<file path="config.mk">
export PLATFORM = sky130hd
export DESIGN_NAME = boot_strap_sampler
export DESIGN_NICKNAME = d
export VERILOG_FILES = /design/src/rtl/boot_strap_pkg.sv /design/src/rtl/strap_sync.sv /design/src/rtl/strap_capture.sv /design/src/rtl/reset_ctrl.sv /design/src/rtl/boot_strap_sampler.sv
export SDC_FILE = /design/constraint.sdc
export NUM_CORES = 1
export LEC_CHECK = 0
export BUFFER_PORTS_ARGS = -buffer_cell sky130_fd_sc_hd__buf_2
export CORE_MARGIN = 5
export CORE_UTILIZATION = 48
export CTS_CLUSTER_DIAMETER = 200
export DETAILED_ROUTE_END_ITERATION = 16
export GPL_ROUTABILITY_DRIVEN = 1
export HOLD_SLACK_MARGIN = 0.08
export PLACE_DENSITY = 0.82
export SYNTH_ARGS = -nofsm -noshare
export SYNTH_HDL_FRONTEND = slang
export SYNTH_SLANG_ARGS = --single-unit
</file>
<file path="constraint.sdc">
create_clock -name clk_i -period 2.22 [get_ports clk_i]
set_input_delay 0.222 -clock clk_i [delete_from_list [all_inputs] [get_ports clk_i]]
set_output_delay 0.222 -clock clk_i [all_outputs]
set_load 0.1 [all_outputs]
</file>
<file path="src/rtl/boot_strap_pkg.sv">
package boot_strap_pkg;
  localparam int unsigned SEL_W = 3;
  typedef logic [SEL_W-1:0] boot_sel_t;

  localparam boot_sel_t SEL_UART = 3'b001;

  function automatic logic sel_is_uart(boot_sel_t s);
    return s == SEL_UART;
  endfunction
endpackage

</file>
<file path="src/rtl/strap_sync.sv">
module strap_sync #(
  parameter int unsigned WIDTH = 1,
  parameter int unsigned STAGES = 2,
  parameter logic [WIDTH-1:0] RST_VAL = '0
) (
  input  logic             clk_i,
  input  logic             rst_ni,
  input  logic [WIDTH-1:0] d_i,
  output logic [WIDTH-1:0] q_o
);
  localparam int unsigned N = (STAGES < 1) ? 1 : STAGES;

  logic [N-1:0][WIDTH-1:0] stage_q;

  always_ff @(posedge clk_i or negedge rst_ni) begin
    if (!rst_ni) begin
      stage_q <= {N{RST_VAL}};
    end else begin
      stage_q[0] <= d_i;
      for (int i = 1; i < int'(N); i++) stage_q[i] <= stage_q[i-1];
    end
  end

  assign q_o = stage_q[N-1];
endmodule

</file>
<file path="src/rtl/strap_capture.sv">
module strap_capture
  import boot_strap_pkg::*;
(
  input  logic      clk_i,
  input  logic      rst_ni,
  input  logic      rel_sync_i,
  input  boot_sel_t pins_sync_i,
  output boot_sel_t boot_sel_o,
  output logic      valid_o,
  output logic      uart_boot_o
);
  logic      rel_prev_q;
  logic      cap;
  boot_sel_t sel_q;
  logic      valid_q;

  // capture only on the release edge of external reset
  assign cap = rel_sync_i & ~rel_prev_q;

  always_ff @(posedge clk_i or negedge rst_ni) begin
    if (!rst_ni) begin
      rel_prev_q <= 1'b0;
      sel_q      <= '0;
      valid_q    <= 1'b0;
    end else begin
      rel_prev_q <= rel_sync_i;
      valid_q    <= cap;
      if (cap) sel_q <= pins_sync_i;
    end
  end

  assign boot_sel_o  = sel_q;
  assign valid_o     = valid_q;
  assign uart_boot_o = sel_is_uart(sel_q);


  sel_hold_chk: assert property (@(posedge clk_i) disable iff (!rst_ni)
    !cap |=> $stable(sel_q));


  valid_pulse_chk: assert property (@(posedge clk_i) disable iff (!rst_ni)
    valid_q |=> !valid_q);
endmodule

</file>
<file path="src/rtl/reset_ctrl.sv">
module reset_ctrl #(
  parameter int unsigned WDT_HOLD_CYCLES = 16
) (
  input  logic clk_i,
  input  logic rst_ni,
  input  logic ext_rst_ni,
  input  logic rel_sync_i,
  input  logic wdt_req_i,
  input  logic fw_oe_i,
  input  logic fw_pu_i,
  output logic pad_oe_o,
  output logic pad_pu_o
);
  localparam int unsigned HOLD  = (WDT_HOLD_CYCLES < 1) ? 1 : WDT_HOLD_CYCLES;
  localparam int unsigned CNT_W = $clog2(HOLD + 1);

  logic [CNT_W-1:0] wdt_cnt_q;
  logic             in_reset;

  always_ff @(posedge clk_i or negedge rst_ni) begin
    if (!rst_ni)                wdt_cnt_q <= '0;
    else if (wdt_req_i)         wdt_cnt_q <= CNT_W'(HOLD);
    else if (wdt_cnt_q != '0)   wdt_cnt_q <= wdt_cnt_q - 1'b1;
  end

  // raw pad term gives override before the synchronizer catches up
  assign in_reset = ~ext_rst_ni | ~rel_sync_i | wdt_req_i | (wdt_cnt_q != '0);

  assign pad_oe_o = in_reset ? 1'b0 : fw_oe_i;
  assign pad_pu_o = in_reset ? 1'b1 : fw_pu_i;


  wdt_override_chk: assert property (@(posedge clk_i) disable iff (!rst_ni)
    wdt_req_i |=> (!pad_oe_o && pad_pu_o));
endmodule

</file>
<file path="src/rtl/boot_strap_sampler.sv">
module boot_strap_sampler
  import boot_strap_pkg::*;
#(
  parameter int unsigned SYNC_STAGES = 2,
  parameter int unsigned WDT_HOLD_CYCLES = 16
) (
  input  logic             clk_i,
  input  logic             rst_ni,
  input  logic             ext_rst_ni,
  input  logic             wdt_rst_req_i,
  input  logic             strap2_i,
  input  logic             strap1_i,
  input  logic             strap0_i,
  input  logic             fw_oe_i,
  input  logic             fw_pu_i,
  output logic [SEL_W-1:0] boot_sel_o,
  output logic             uart_boot_o,
  output logic             sel_valid_o,
  output logic             pad_oe_o,
  output logic             pad_pu_o
);
  boot_sel_t pins_raw;
  boot_sel_t pins_sync;
  logic      rel_sync;

  assign pins_raw = {strap2_i, strap1_i, strap0_i};

  strap_sync #(.WIDTH(SEL_W), .STAGES(SYNC_STAGES), .RST_VAL('0)) u_pin_sync (
    .clk_i (clk_i),
    .rst_ni(rst_ni),
    .d_i   (pins_raw),
    .q_o   (pins_sync)
  );

  strap_sync #(.WIDTH(1), .STAGES(SYNC_STAGES), .RST_VAL(1'b0)) u_rel_sync (
    .clk_i (clk_i),
    .rst_ni(rst_ni),
    .d_i   (ext_rst_ni),
    .q_o   (rel_sync)
  );

  strap_capture u_capture (
    .clk_i      (clk_i),
    .rst_ni     (rst_ni),
    .rel_sync_i (rel_sync),
    .pins_sync_i(pins_sync),
    .boot_sel_o (boot_sel_o),
    .valid_o    (sel_valid_o),
    .uart_boot_o(uart_boot_o)
  );

  reset_ctrl #(.WDT_HOLD_CYCLES(WDT_HOLD_CYCLES)) u_reset_ctrl (
    .clk_i     (clk_i),
    .rst_ni    (rst_ni),
    .ext_rst_ni(ext_rst_ni),
    .rel_sync_i(rel_sync),
    .wdt_req_i (wdt_rst_req_i),
    .fw_oe_i   (fw_oe_i),
    .fw_pu_i   (fw_pu_i),
    .pad_oe_o  (pad_oe_o),
    .pad_pu_o  (pad_pu_o)
  );


  uart_change_chk: assert property (@(posedge clk_i) disable iff (!rst_ni)
    (uart_boot_o != $past(uart_boot_o)) |-> sel_valid_o);


  ext_override_chk: assert property (@(posedge clk_i) disable iff (!rst_ni)
    !ext_rst_ni |-> (!pad_oe_o && pad_pu_o));


  wdt_no_strobe_chk: assert property (@(posedge clk_i) disable iff (!rst_ni)
    (wdt_rst_req_i && ext_rst_ni && $past(ext_rst_ni)) |=> !sel_valid_o);
endmodule

</file>
==> PnR_summary.wiki <==
{| class="wikitable"
! Metric !! Value
|-
| Status || complete, but fails checks
|-
| Failing checks || setup timing
|-
| Combinational family with the most area after synthesis || simple AND/OR/NAND/NOR gates
|-
| DRC || 0
|-
| Total power after layout || 1.05 mW
|-
| Leakage component of the power || 0.449 nW
|-
| Post-route fraction of the period consumed by the critical path || 1.05
|-
| Worst R2R Path Depth || 6
|-
| Maximum number of pins on one net before global-route repair || 19
|-
| Number of synthesized register bits || 18
|-
| Hold depth || 2
|-
| Delay of the slowest critical-path stage || 0.52 ns
|-
| Final number of max-transition violations || 0
|-
| Clock-pin slew on the worst setup and hold paths || 0.10 ns
|-
| Clock tree root driver cell || sky130_fd_sc_hd__clkbuf_4
|-
| Cell with the largest stage delay on the worst path || sky130_fd_sc_hd__or4_4
|-
| Internal reg-to-reg setup slack || 0.49 ns
|-
| Sequential cell area fraction in the yosys report || 0.700
|-
| Post-Synthesis Mean Instance Area || 13.7 um^2
|-
| Data arrival at the endpoint of the critical path || 2.11 ns
|-
| First-pass iteration count of the detailed router || 7
|-
| Final-report hold violation count || 0
|-
| Skew-Pair Late Insertion Delay || 0.29 ns
|-
| Post-synthesis share of cell area spent on full adders, half adders and majority gates || 0.0195
|-
| Overall global routing resource usage || 0.161
|-
| Overall die width || 46.6 um
|-
| Share of the synthesized area in compound gates (AO/OA/AOI/OAI) || 0.0525
|-
| Net count reported at finish || 87
|-
| Crit path max fanout || 2
|-
| Max Freq || 0.428 GHz
|-
| Fraction of the mapped netlist area in simple logic gates || 0.130
|-
| Warning count from the yosys run || 0
|-
| Vias per Instance || 5.35
|-
| Residual antenna-violating net count after detailed routing || 0
|-
| Hold EP || u_reset_ctrl.wdt_cnt_q[2]
|-
| Max Root-Sink Buffers || 2
|-
| Setup TNS || -0.197 ns
|-
| Placed cell area || 788 um^2
|-
| PortBufs || 15
|-
| Summed area of non-filler cells in the final layout || 940 um^2
|-
| Relative slew margins || 0.678
|-
| Most common cell after layout, fill and taps aside || sky130_fd_sc_hd__dfrtp_1
|-
| R2r endpoint || u_reset_ctrl.wdt_cnt_q[1]
|-
| Post-Syn Area || 643 um^2
|-
| Count of boundary I/O pins || 16
|-
| Synthesized-area fraction occupied by xor and xnor cells || 0.0136
|-
| Fillers || 72
|-
| Synth-to-Final Area Change || 46.1%
|-
| Post-synth top area cell || sky130_fd_sc_hd__dfrtp_1
|-
| PwrDens || 1120 nW/um^2
|-
| Minimum period implied by the final worst setup slack || 2.33 ns
|-
| Worst clock skew || 0.00165 ns
|-
| Fraction of post-synthesis cell area in the top cell type by area || 0.700
|-
| Area of the core || 1280 um^2
|-
| DP Wirelength || 789 um
|-
| Peak supply drop || 764 uV
|-
| Endpoint type of the worst setup path || output port
|-
| Final core utilization || 0.731
|-
| Most frequent cells in the layout || sky130_fd_sc_hd__dfrtp_1 (18), sky130_fd_sc_hd__buf_2 (13), sky130_fd_sc_hd__dlygate4sd3_1 (5), sky130_fd_sc_hd__buf_4 (5)
|-
| Average wire length per cell after detail routing || 16.8 um
|-
| CTS tree || yes
|-
| Crit Path Category || reg2out
|-
| Global route total overflow || 0
|-
| Vias in the first global route || 471
|-
| Floorplan die height || 46.6 um
|-
| Slew at the pin closest to its max-slew limit || 0.486 ns
|-
| Clock net sink count || 18
|-
| Max_cap viols || 0
|-
| Total setup violations reported at the end of the flow || 2
|-
| Unrepaired setup endpoints after global routing || yes
|-
| Number of instances in the synthesized netlist || 47
|-
| Proportion of layout cells with a drive suffix above 1 || 0.461
|-
| Total number of vias || 487
|-
| Die area || 2170 um^2
|-
| DRT iter0 DRCs || 26
|-
| Initial standard-cell utilization of the core || 0.500
|-
| TritonCTS Buffers || 3
|-
| Distinct cells, synth || 20
|-
| Number of antenna cells inserted || 0
|-
| Synthesized Nets || 57
|-
| First-pass GRT wire length || 2.20 mm
|-
| Final weighted congestion of routability-driven global placement || 0.789
|-
| Leading cell types by total area after synthesis || sky130_fd_sc_hd__dfrtp_1 (70%), sky130_fd_sc_hd__mux2_2 (5.3%), sky130_fd_sc_hd__inv_1 (2.3%)
|-
| Hold path startpoint || wdt_rst_req_i
|-
| Kind of start point of the critical path || flip-flop
|-
| Worst hold path type || in2reg
|-
| Number of rows in the core area || 13
|-
| Crit path cell chain || inv_2 -> ha_4 -> or4b_4 -> or4_4 -> buf_12
|-
| Total detailed-routing wirelength || 1.53 mm
|-
| Max H-tree Level || 1
|-
| Critical path required time || 2.00 ns
|-
| Initial antenna violation count || 0
|-
| Share of cell area taken by muxes after synthesis || 0.0525
|-
| R2R Path Start || u_reset_ctrl.wdt_cnt_q[1]
|-
| Fin worst setup slack || -0.114 ns
|}
==> worst max-delay path by stage <==
stage / from / end / cells after the start
after floorplan: u_reset_ctrl.wdt_cnt_q[0] / pad_oe_o / 5
after global placement: u_reset_ctrl.wdt_cnt_q[0] / pad_pu_o / 5
after detailed placement: u_reset_ctrl.wdt_cnt_q[0] / pad_pu_o / 5
after CTS: u_reset_ctrl.wdt_cnt_q[1] / pad_pu_o / 5
after global routing: u_reset_ctrl.wdt_cnt_q[1] / pad_pu_o / 5
final: u_reset_ctrl.wdt_cnt_q[1] / pad_pu_o / 5
==> state kept, by name (all words and copies together), names as in the netlist <==
name / count
u_pin_sync.stage_q: 3
u_capture.boot_sel_o: 3
u_rel_sync.q_o: 1
u_reset_ctrl.wdt_cnt_q: 5
u_capture.rel_prev_q: 1
u_capture.valid_o: 1
u_rel_sync.stage_q: 1
u_pin_sync.q_o: 3
==> metrics by stage <==
stage | hold slack (ns) | worst slack [ns] | instances
detailed placement | 0.162 | 0.137 | 78
CTS | 0.196 | -0.0808 | 89
floorplan | -0.0736 | -0.261 | 47
global placement | 0.158 | 0.174 | 78
finish | 0.198 | -0.114 | 91
global route | 0.183 | -0.165 | 91
==> kinds of logic (layout without fill, tap and decap cells) <==
| logic type | Yosys count | after routing |
|---|---|---|
| compound gates | 5 | 5 |
| xor+xnor | 1 | 1 |
| fa+ha+maj | 1 | 1 |
| buf+inv | 5 | 34 |
| flops | 18 | 18 |
| mux | 3 | 3 |
| simple gates | 14 | 14 |
==> Yosys cell counts <==
cell type / n
sky130_fd_sc_hd__a211oi_1: 1
sky130_fd_sc_hd__or3_1: 1
sky130_fd_sc_hd__nand2_1: 3
sky130_fd_sc_hd__inv_1: 4
sky130_fd_sc_hd__nor3b_1: 1
sky130_fd_sc_hd__nor2_1: 3
sky130_fd_sc_hd__ha_1: 1
sky130_fd_sc_hd__dfrtp_1: 18
sky130_fd_sc_hd__nand3b_1: 1
sky130_fd_sc_hd__nand2b_1: 1
sky130_fd_sc_hd__a21oi_1: 2
sky130_fd_sc_hd__a21o_1: 1
sky130_fd_sc_hd__or4_4: 1
sky130_fd_sc_hd__buf_2: 1
sky130_fd_sc_hd__or4b_1: 1
sky130_fd_sc_hd__a211o_1: 1
sky130_fd_sc_hd__xnor2_1: 1
sky130_fd_sc_hd__nor2b_1: 1
sky130_fd_sc_hd__mux2_2: 3
sky130_fd_sc_hd__nor4_1: 1
==> power breakdown <==
group	switching, mW	internal (mW)	total (mW)	leakage [nW]
combinational	0.226	0.181	0.407	0.213
sequential	0.0551	0.385	0.440	0.215
clock	0.105	0.100	0.205	0.0210
==> layout make-up <==
type                       instances  area (um^2)  area share
clock buffer                       4         36.3      0.0386
multi-input combinational         24          215       0.229
sequential                        18          450       0.479
tap                               15         18.8      0.0200
inverter                           4         15.0      0.0160
timing repair buffer              26          204       0.217
==> metal layers <==
metal,global-route usage,wire length (um),up-vias
li1,-,-,215
met1,0.195,661,241
met2,0.236,744,27
met3,0.0273,85,4
met4,0.153,39,0
met5,0,0,-
==> worst max-delay path, delay by kind of cell, from the launching register on <==
family	cells	cell delay (ns)
buffers and inverters	2	0.27
DFF	1	0.42
and+or+nand+nor	2	1.00
adders and majority gates	1	0.12
==> timing repair <==
item / in CTS / in global routing
pin swaps: 1 / 1
endpoints found under the setup margin: 2 / 2
hold endpoints to repair: 22 / 0
gates resized for setup: 5 / 5
setup buffers: 2 / 2
hold buffers: 5 / 0
Note: power is estimated with default switching activity, not from simulation.
